### src/rtl/spi_cmd_pkg.sv
package spi_cmd_pkg;
   typedef enum logic {
      CMD_WRITE = 1'b0,
      CMD_READ  = 1'b1
   } cmd_kind_e;

   localparam int DEF_ADDR_W        = 7;
   localparam int DEF_DATA_W        = 8;
   localparam int DEF_PTR_W         = 6;
   localparam int DEF_SYNC_STAGES   = 2;
   localparam int DEF_MAP_PTR_ADDR  = 12;
   localparam int DEF_MAP_DATA_ADDR = 13;
endpackage

### src/rtl/spi_cmd_sync.sv
module spi_cmd_sync #(
   parameter int           W       = 3,
   parameter int           STAGES  = 2,
   parameter logic [W-1:0] RST_VAL = '0
) (
   input  logic         clk,
   input  logic         rst_n,
   input  logic [W-1:0] d,
   output logic [W-1:0] q
);
   generate
      if (STAGES == 0) begin : g_bypass
         assign q = d;
      end else begin : g_chain
         logic [W-1:0] stg [STAGES];
         always_ff @(posedge clk or negedge rst_n) begin
            if (!rst_n) begin
               for (int i = 0; i < STAGES; i++) stg[i] <= RST_VAL;
            end else begin
               stg[0] <= d;
               for (int i = 1; i < STAGES; i++) stg[i] <= stg[i-1];
            end
         end
         assign q = stg[STAGES-1];
      end
   endgenerate
endmodule

### src/rtl/spi_cmd_shifter.sv
module spi_cmd_shifter #(
   parameter int FRAME_W = 16,
   parameter int LOAD_W  = 8
) (
   input  logic               clk,
   input  logic               rst_n,
   input  logic               shift_en,
   input  logic               din,
   input  logic               frame_end,
   input  logic               load_en,
   input  logic [LOAD_W-1:0]  load_byte,
   output logic [FRAME_W-1:0] word,
   output logic               full,
   output logic               dout
);
   localparam int CNT_W = $clog2(FRAME_W + 1);
   localparam logic [CNT_W-1:0] CNT_MAX = CNT_W'(FRAME_W);

   logic [CNT_W-1:0] cnt;

   always_ff @(posedge clk or negedge rst_n) begin
      if (!rst_n) begin
         word <= '0;
      end else if (load_en) begin
         word[LOAD_W-1:0] <= load_byte;
      end else if (shift_en) begin
         word <= {word[FRAME_W-2:0], din};
      end
   end

   always_ff @(posedge clk or negedge rst_n) begin
      if (!rst_n) begin
         cnt <= '0;
      end else if (frame_end) begin
         cnt <= '0;
      end else if (shift_en && cnt != CNT_MAX) begin
         cnt <= cnt + 1'b1;
      end
   end

   assign full = (cnt == CNT_MAX);
   assign dout = word[FRAME_W-1];
endmodule

### src/rtl/spi_cmd_decode.sv
module spi_cmd_decode
   import spi_cmd_pkg::*;
#(
   parameter int ADDR_W        = 7,
   parameter int DATA_W        = 8,
   parameter int PTR_W         = 6,
   parameter int MAP_PTR_ADDR  = 12,
   parameter int MAP_DATA_ADDR = 13,
   localparam int FRAME_W      = 1 + ADDR_W + DATA_W
) (
   input  logic               clk,
   input  logic               rst_n,
   input  logic               frame_end,
   input  logic               full,
   input  logic [FRAME_W-1:0] word,
   output logic               wr_stb,
   output logic [ADDR_W-1:0]  wr_addr,
   output logic [DATA_W-1:0]  wr_data,
   output logic               rd_stb,
   output logic [ADDR_W-1:0]  rd_addr,
   output logic [PTR_W-1:0]   map_ptr
);
   localparam logic [ADDR_W-1:0] PTR_A  = ADDR_W'(MAP_PTR_ADDR);
   localparam logic [ADDR_W-1:0] DATA_A = ADDR_W'(MAP_DATA_ADDR);

   cmd_kind_e               kind;
   logic [ADDR_W-1:0]       addr_f;
   logic [DATA_W-1:0]       data_f;

   assign kind   = cmd_kind_e'(word[FRAME_W-1]);
   assign addr_f = word[FRAME_W-2 -: ADDR_W];
   assign data_f = word[DATA_W-1:0];

   always_ff @(posedge clk or negedge rst_n) begin
      if (!rst_n) begin
         wr_stb  <= 1'b0;
         rd_stb  <= 1'b0;
         wr_addr <= '0;
         wr_data <= '0;
         rd_addr <= '0;
      end else begin
         wr_stb <= 1'b0;
         rd_stb <= 1'b0;
         if (frame_end && full) begin
            if (kind == CMD_READ) begin
               rd_stb  <= 1'b1;
               rd_addr <= addr_f;
            end else begin
               wr_stb  <= 1'b1;
               wr_addr <= addr_f;
               wr_data <= data_f;
            end
         end
      end
   end

   always_ff @(posedge clk or negedge rst_n) begin
      if (!rst_n) begin
         map_ptr <= '0;
      end else if (rd_stb && rd_addr == DATA_A) begin
         map_ptr <= map_ptr + 1'b1;
      end else if (wr_stb && wr_addr == PTR_A) begin
         map_ptr <= wr_data[PTR_W-1:0];
      end
   end
endmodule

### src/rtl/spi_cmd_port.sv
module spi_cmd_port
   import spi_cmd_pkg::*;
#(
   parameter int ADDR_W        = DEF_ADDR_W,
   parameter int DATA_W        = DEF_DATA_W,
   parameter int PTR_W         = DEF_PTR_W,
   parameter int SYNC_STAGES   = DEF_SYNC_STAGES,
   parameter int MAP_PTR_ADDR  = DEF_MAP_PTR_ADDR,
   parameter int MAP_DATA_ADDR = DEF_MAP_DATA_ADDR
) (
   input  logic              clk,
   input  logic              rst_n,
   input  logic              cs_n,
   input  logic              sclk,
   input  logic              sdi,
   output logic              sdo,
   output logic              wr_stb,
   output logic [ADDR_W-1:0] wr_addr,
   output logic [DATA_W-1:0] wr_data,
   output logic              rd_stb,
   output logic [ADDR_W-1:0] rd_addr,
   input  logic [DATA_W-1:0] rd_data,
   output logic [PTR_W-1:0]  map_ptr
);
   localparam int FRAME_W = 1 + ADDR_W + DATA_W;

   generate
      if (PTR_W < 1 || PTR_W > DATA_W) begin : g_bad_ptr
         $error("PTR_W must lie in 1..DATA_W");
      end
      if (MAP_PTR_ADDR >= (1 << ADDR_W) || MAP_DATA_ADDR >= (1 << ADDR_W)) begin : g_bad_addr
         $error("mapping addresses exceed the address field");
      end
      if (MAP_PTR_ADDR == MAP_DATA_ADDR) begin : g_same_addr
         $error("mapping pointer and data addresses must differ");
      end
      if (SYNC_STAGES < 0 || SYNC_STAGES > 4) begin : g_bad_sync
         $error("SYNC_STAGES must lie in 0..4");
      end
   endgenerate

   logic [2:0] raw_in, syn_out;
   logic       cs_s, sclk_s, sdi_s;
   logic       cs_q, sclk_q;
   logic       sclk_rise, frame_end, shift_en;
   logic       full;
   logic [FRAME_W-1:0] word;

   assign raw_in = {cs_n, sclk, sdi};

   spi_cmd_sync #(
      .W      (3),
      .STAGES (SYNC_STAGES),
      .RST_VAL(3'b100)
   ) u_sync (
      .clk  (clk),
      .rst_n(rst_n),
      .d    (raw_in),
      .q    (syn_out)
   );

   assign {cs_s, sclk_s, sdi_s} = syn_out;

   always_ff @(posedge clk or negedge rst_n) begin
      if (!rst_n) begin
         cs_q   <= 1'b1;
         sclk_q <= 1'b0;
      end else begin
         cs_q   <= cs_s;
         sclk_q <= sclk_s;
      end
   end

   assign sclk_rise = sclk_s & ~sclk_q;
   assign frame_end = cs_s & ~cs_q;
   assign shift_en  = sclk_rise & ~cs_s;

   spi_cmd_shifter #(
      .FRAME_W(FRAME_W),
      .LOAD_W (DATA_W)
   ) u_shift (
      .clk      (clk),
      .rst_n    (rst_n),
      .shift_en (shift_en),
      .din      (sdi_s),
      .frame_end(frame_end),
      .load_en  (rd_stb),
      .load_byte(rd_data),
      .word     (word),
      .full     (full),
      .dout     (sdo)
   );

   spi_cmd_decode #(
      .ADDR_W       (ADDR_W),
      .DATA_W       (DATA_W),
      .PTR_W        (PTR_W),
      .MAP_PTR_ADDR (MAP_PTR_ADDR),
      .MAP_DATA_ADDR(MAP_DATA_ADDR)
   ) u_dec (
      .clk      (clk),
      .rst_n    (rst_n),
      .frame_end(frame_end),
      .full     (full),
      .word     (word),
      .wr_stb   (wr_stb),
      .wr_addr  (wr_addr),
      .wr_data  (wr_data),
      .rd_stb   (rd_stb),
      .rd_addr  (rd_addr),
      .map_ptr  (map_ptr)
   );
endmodule

### config.mk
export PLATFORM = sky130hd
export DESIGN_NAME = spi_cmd_port
export DESIGN_NICKNAME = d
export VERILOG_FILES = /design/src/rtl/spi_cmd_pkg.sv /design/src/rtl/spi_cmd_sync.sv /design/src/rtl/spi_cmd_shifter.sv /design/src/rtl/spi_cmd_decode.sv /design/src/rtl/spi_cmd_port.sv
export SDC_FILE = /design/constraint.sdc
export NUM_CORES = 1
export LEC_CHECK = 0
export ABC_AREA = 1
export BUFFER_PORTS_ARGS = -buffer_cell sky130_fd_sc_hd__buf_2
export CAP_MARGIN = 20
export CORE_MARGIN = 3
export CORE_UTILIZATION = 50
export CTS_CLUSTER_SIZE = 14
export DETAILED_ROUTE_END_ITERATION = 16
export PLACE_DENSITY = 0.84
export SYNTH_ARGS = -nofsm -noshare
export SYNTH_HDL_FRONTEND = slang
export SYNTH_HIERARCHICAL = 1
export SYNTH_SLANG_ARGS = --single-unit
### constraint.sdc
create_clock -name clk -period 1.43 [get_ports clk]
set_input_delay 0.143 -clock clk [delete_from_list [all_inputs] [get_ports clk]]
set_output_delay 0.143 -clock clk [all_outputs]
set_load 0.005 [all_outputs]
==> flow_summary.yaml <==
status:
  status: "complete, but fails checks"
  violations: "negative setup slack"
power:
  p_leak_nw: 1.82
  p_total_mw: 3.80
  peakVddDrop_mv: 0.796
  power_density_nw_per_um2: 1130
timing:
  fin_ws_ns: -0.0201
  fin_skew_ns: 0.00655
  hold_ws_ns: 0.0271
  fmax_ghz: 0.690
  tightestPinTransition_ns: 0.358
  period_needed_ns: 1.45
  rsz0062_at_grt: "yes"
  setup_viol: 1
  tns_ns: -0.0201
  finalCritPeriodShare: 1.01
  hold_viol: 0
  relSlewSlack: 0.761
  slew_viol_final: 0
place:
  pre_cts_slack_ns: 0.0296
  dpl_cell_area_um2: 3020
  port_buffers: 43
  hpwl_um: 3910
  gp_congestion: 0.825
  dp.cells: 429
clock_tree:
  cts_sinks: 59
  numCtsBuffers: 9
  cts_root_buffer: "clkbuf_8"
  clk_latency_ns: 0.33
  cts.htree.levels: 3
  clk_pin_slew_ns: 0.06
  cts_tree: "yes"
  clockBufferDepth: 2
hold_path:
  hold_depth: 3
  holdCritPathClass: "in2reg"
yosys:
  synthAdderAreaFrac: 0.0140
  ys_types: 24
  synthMuxAreaShare: 0
  seq_area_frac_synth: 0.553
  synth_top_family_by_area: "simple AND/OR/NAND/NOR gates"
  netlist_area_um2: 2680
  syn_inst: 316
  synth-compound-area-share: 0.0636
  yosys_warnings: 6
  synth_nets: 332
  ys_seq_elements: 59
  synth_simple_gate_area_share: 0.276
  avgSynthCellArea_um2: 8.47
  synthXorXnorAreaFrac: 0.00327
floorplanning:
  core_um2: 5140
  dieArea_um2: 6270
  dieHeight_um: 79.2
  die_x_um: 79.2
  row_count: 26
  io_pins: 44
  start_util: 0.521
cells_and_area:
  fin_util: 0.655
  syn_to_final_growth_pct: 25.9
  stdcell_count: 452
  diodes: 0
  drive_gt1_frac: 0.280
  stdcell_area_um2: 3370
  fill_cells: 435
  final_nets: 394
worst_setup_path:
  cp_data_required_time_ns: 1.64
  reg2reg_depth: 10
  crit_type: "reg2reg"
  start_kind: "flop"
  critPathMaxFanout: 11
  worst-endpoint-arrival_ns: 1.66
  critPathCaptureType: "flop"
global_routing:
  grt_pass1_vias: 2104
  grt_overflow: 0
  grt_first_pass_wirelength_um: 9180
  antenna_found_initial: 0
  grt_max_degree: 49
  grt.total_usage: 0.191
routing:
  wl_per_cell_um: 13.1
  vias: 2241
  dr.first_iter.drc_count: 137
  wl_um: 5910
  vias_per_cell: 4.96
  ant_nets: 0
  drc: 0
  drtPass1Iterations: 4
flow_run:
  maxCapViolations: 0
metal layers:
metal | GRT usage | part of all wire
met5 | 0 | 0
met4 | 0.0997 | 0.019
met3 | 0.0488 | 0.056
met2 | 0.317 | 0.50
met1 | 0.229 | 0.43
worst max-delay path: stages, from the launching register on:
cell	delay [ns]
dfrtp_1	0.40
inv_2	0.07
ha_1	0.13
nand2_1	0.04
inv_1	0.06
nand2_2	0.08
inv_2	0.09
nand3_4	0.14
clkbuf_16	0.21
nand2_1	0.05
o21ai_1	0.06
logic make-up after synthesis:
kind of cell               count (synthesis)
AOI/OAI and AO/OA                         28
xor gates and xnor gates                   1
adders and majority gates                  3
buffers and inverters                     54
DFF                                       59
and+or+nand+nor                          171
synth_stat cells (all sizes together):
cell    count  area (um2)
nand4       6        37.5
xnor2       1        8.76
o211ai      5        47.5
ha          3        37.5
nand3b      1        7.51
o221ai      2        17.5
dfrtp      56        1400
inv        42         158
buf        11        78.8
dfstp       3        78.8
nand2     130         523
nor2       17        86.3
o21ai      21         105
clkinv      1        3.75
nand3      17        85.1
state kept, by name, indices dropped and copies added, names as in the netlist:
| signal | flops |
|---|---|
| u_dec/rd_stb | 1 |
| u_dec/wr_addr | 7 |
| sclk_q | 1 |
| u_shift/word | 16 |
| u_dec/wr_data | 8 |
| u_shift/cnt | 5 |
| u_dec/map_ptr | 6 |
| u_sync/q | 3 |
| u_sync/g_chain.stg | 3 |
| u_dec/rd_addr | 7 |
| cs_q | 1 |
| u_dec/wr_stb | 1 |
worst paths after layout:
path,from,slack [ns],end
setup reg to reg,u_shift/cnt[0]$_DFFE_PN0P_,-0.02,u_dec/wr_addr[4]$_DFFE_PN0P_
min in group asynchronous,rst_n,0.23,u_dec/rd_stb$_DFF_PN0_
max in group asynchronous,rst_n,0.61,u_sync/q[2]$_DFF_PN1_
hold reg to reg,u_sync/g_chain.stg[4]$_DFF_PN0_,0.36,u_sync/q[1]$_DFF_PN0_
hold / removal,rd_data[7],0.03,u_shift/word[7]$_DFFE_PN0P_
setup / recovery,u_shift/cnt[0]$_DFFE_PN0P_,-0.02,u_dec/wr_addr[4]$_DFFE_PN0P_
placed cells by master, fill, tap and decap left out, drive strengths merged:
cell and n:
nand3 17, clkbuf 16, o221ai 2, dfstp 3, dlygate4sd3 4, inv 42
dfrtp 56, nor2 17, clkinv 1, bufinv 1, o21ai 21, buf 56
nand2 130, nand3b 1, ha 3, o211ai 5, nand4 6, xnor2 1
power breakdown:
group,internal [mW],total (mW),switching [mW],leakage (nW)
Clock,0.986,1.58,0.593,0.109
Combinational,0.135,0.335,0.200,0.933
Sequential,1.80,1.89,0.0943,0.783
layout make-up:
| cell class | count | area (um2) | share of cell area |
|---|---|---|---|
| Clock buffer | 14 | 183 | 0.0542 |
| Clock inverter | 1 | 30.0 | 0.00892 |
| Inverter | 43 | 166 | 0.0494 |
| Multi-Input combinational cell | 203 | 981 | 0.291 |
| Sequential cell | 59 | 1480 | 0.439 |
| Tap cell | 70 | 87.6 | 0.0260 |
| Timing Repair Buffer | 62 | 440 | 0.131 |
what timing repair did:
item | 4_1_cts | 5_1_grt
hold buffers | 4 | 0
gates resized for setup | 1 | 9
setup endpoints to repair | 1 | 31
gates cloned | 0 | 2
setup buffers | 0 | 2
hold endpoints to repair | 14 | 0
pin swaps | 0 | 1
(Power assumes the default switching activity.)
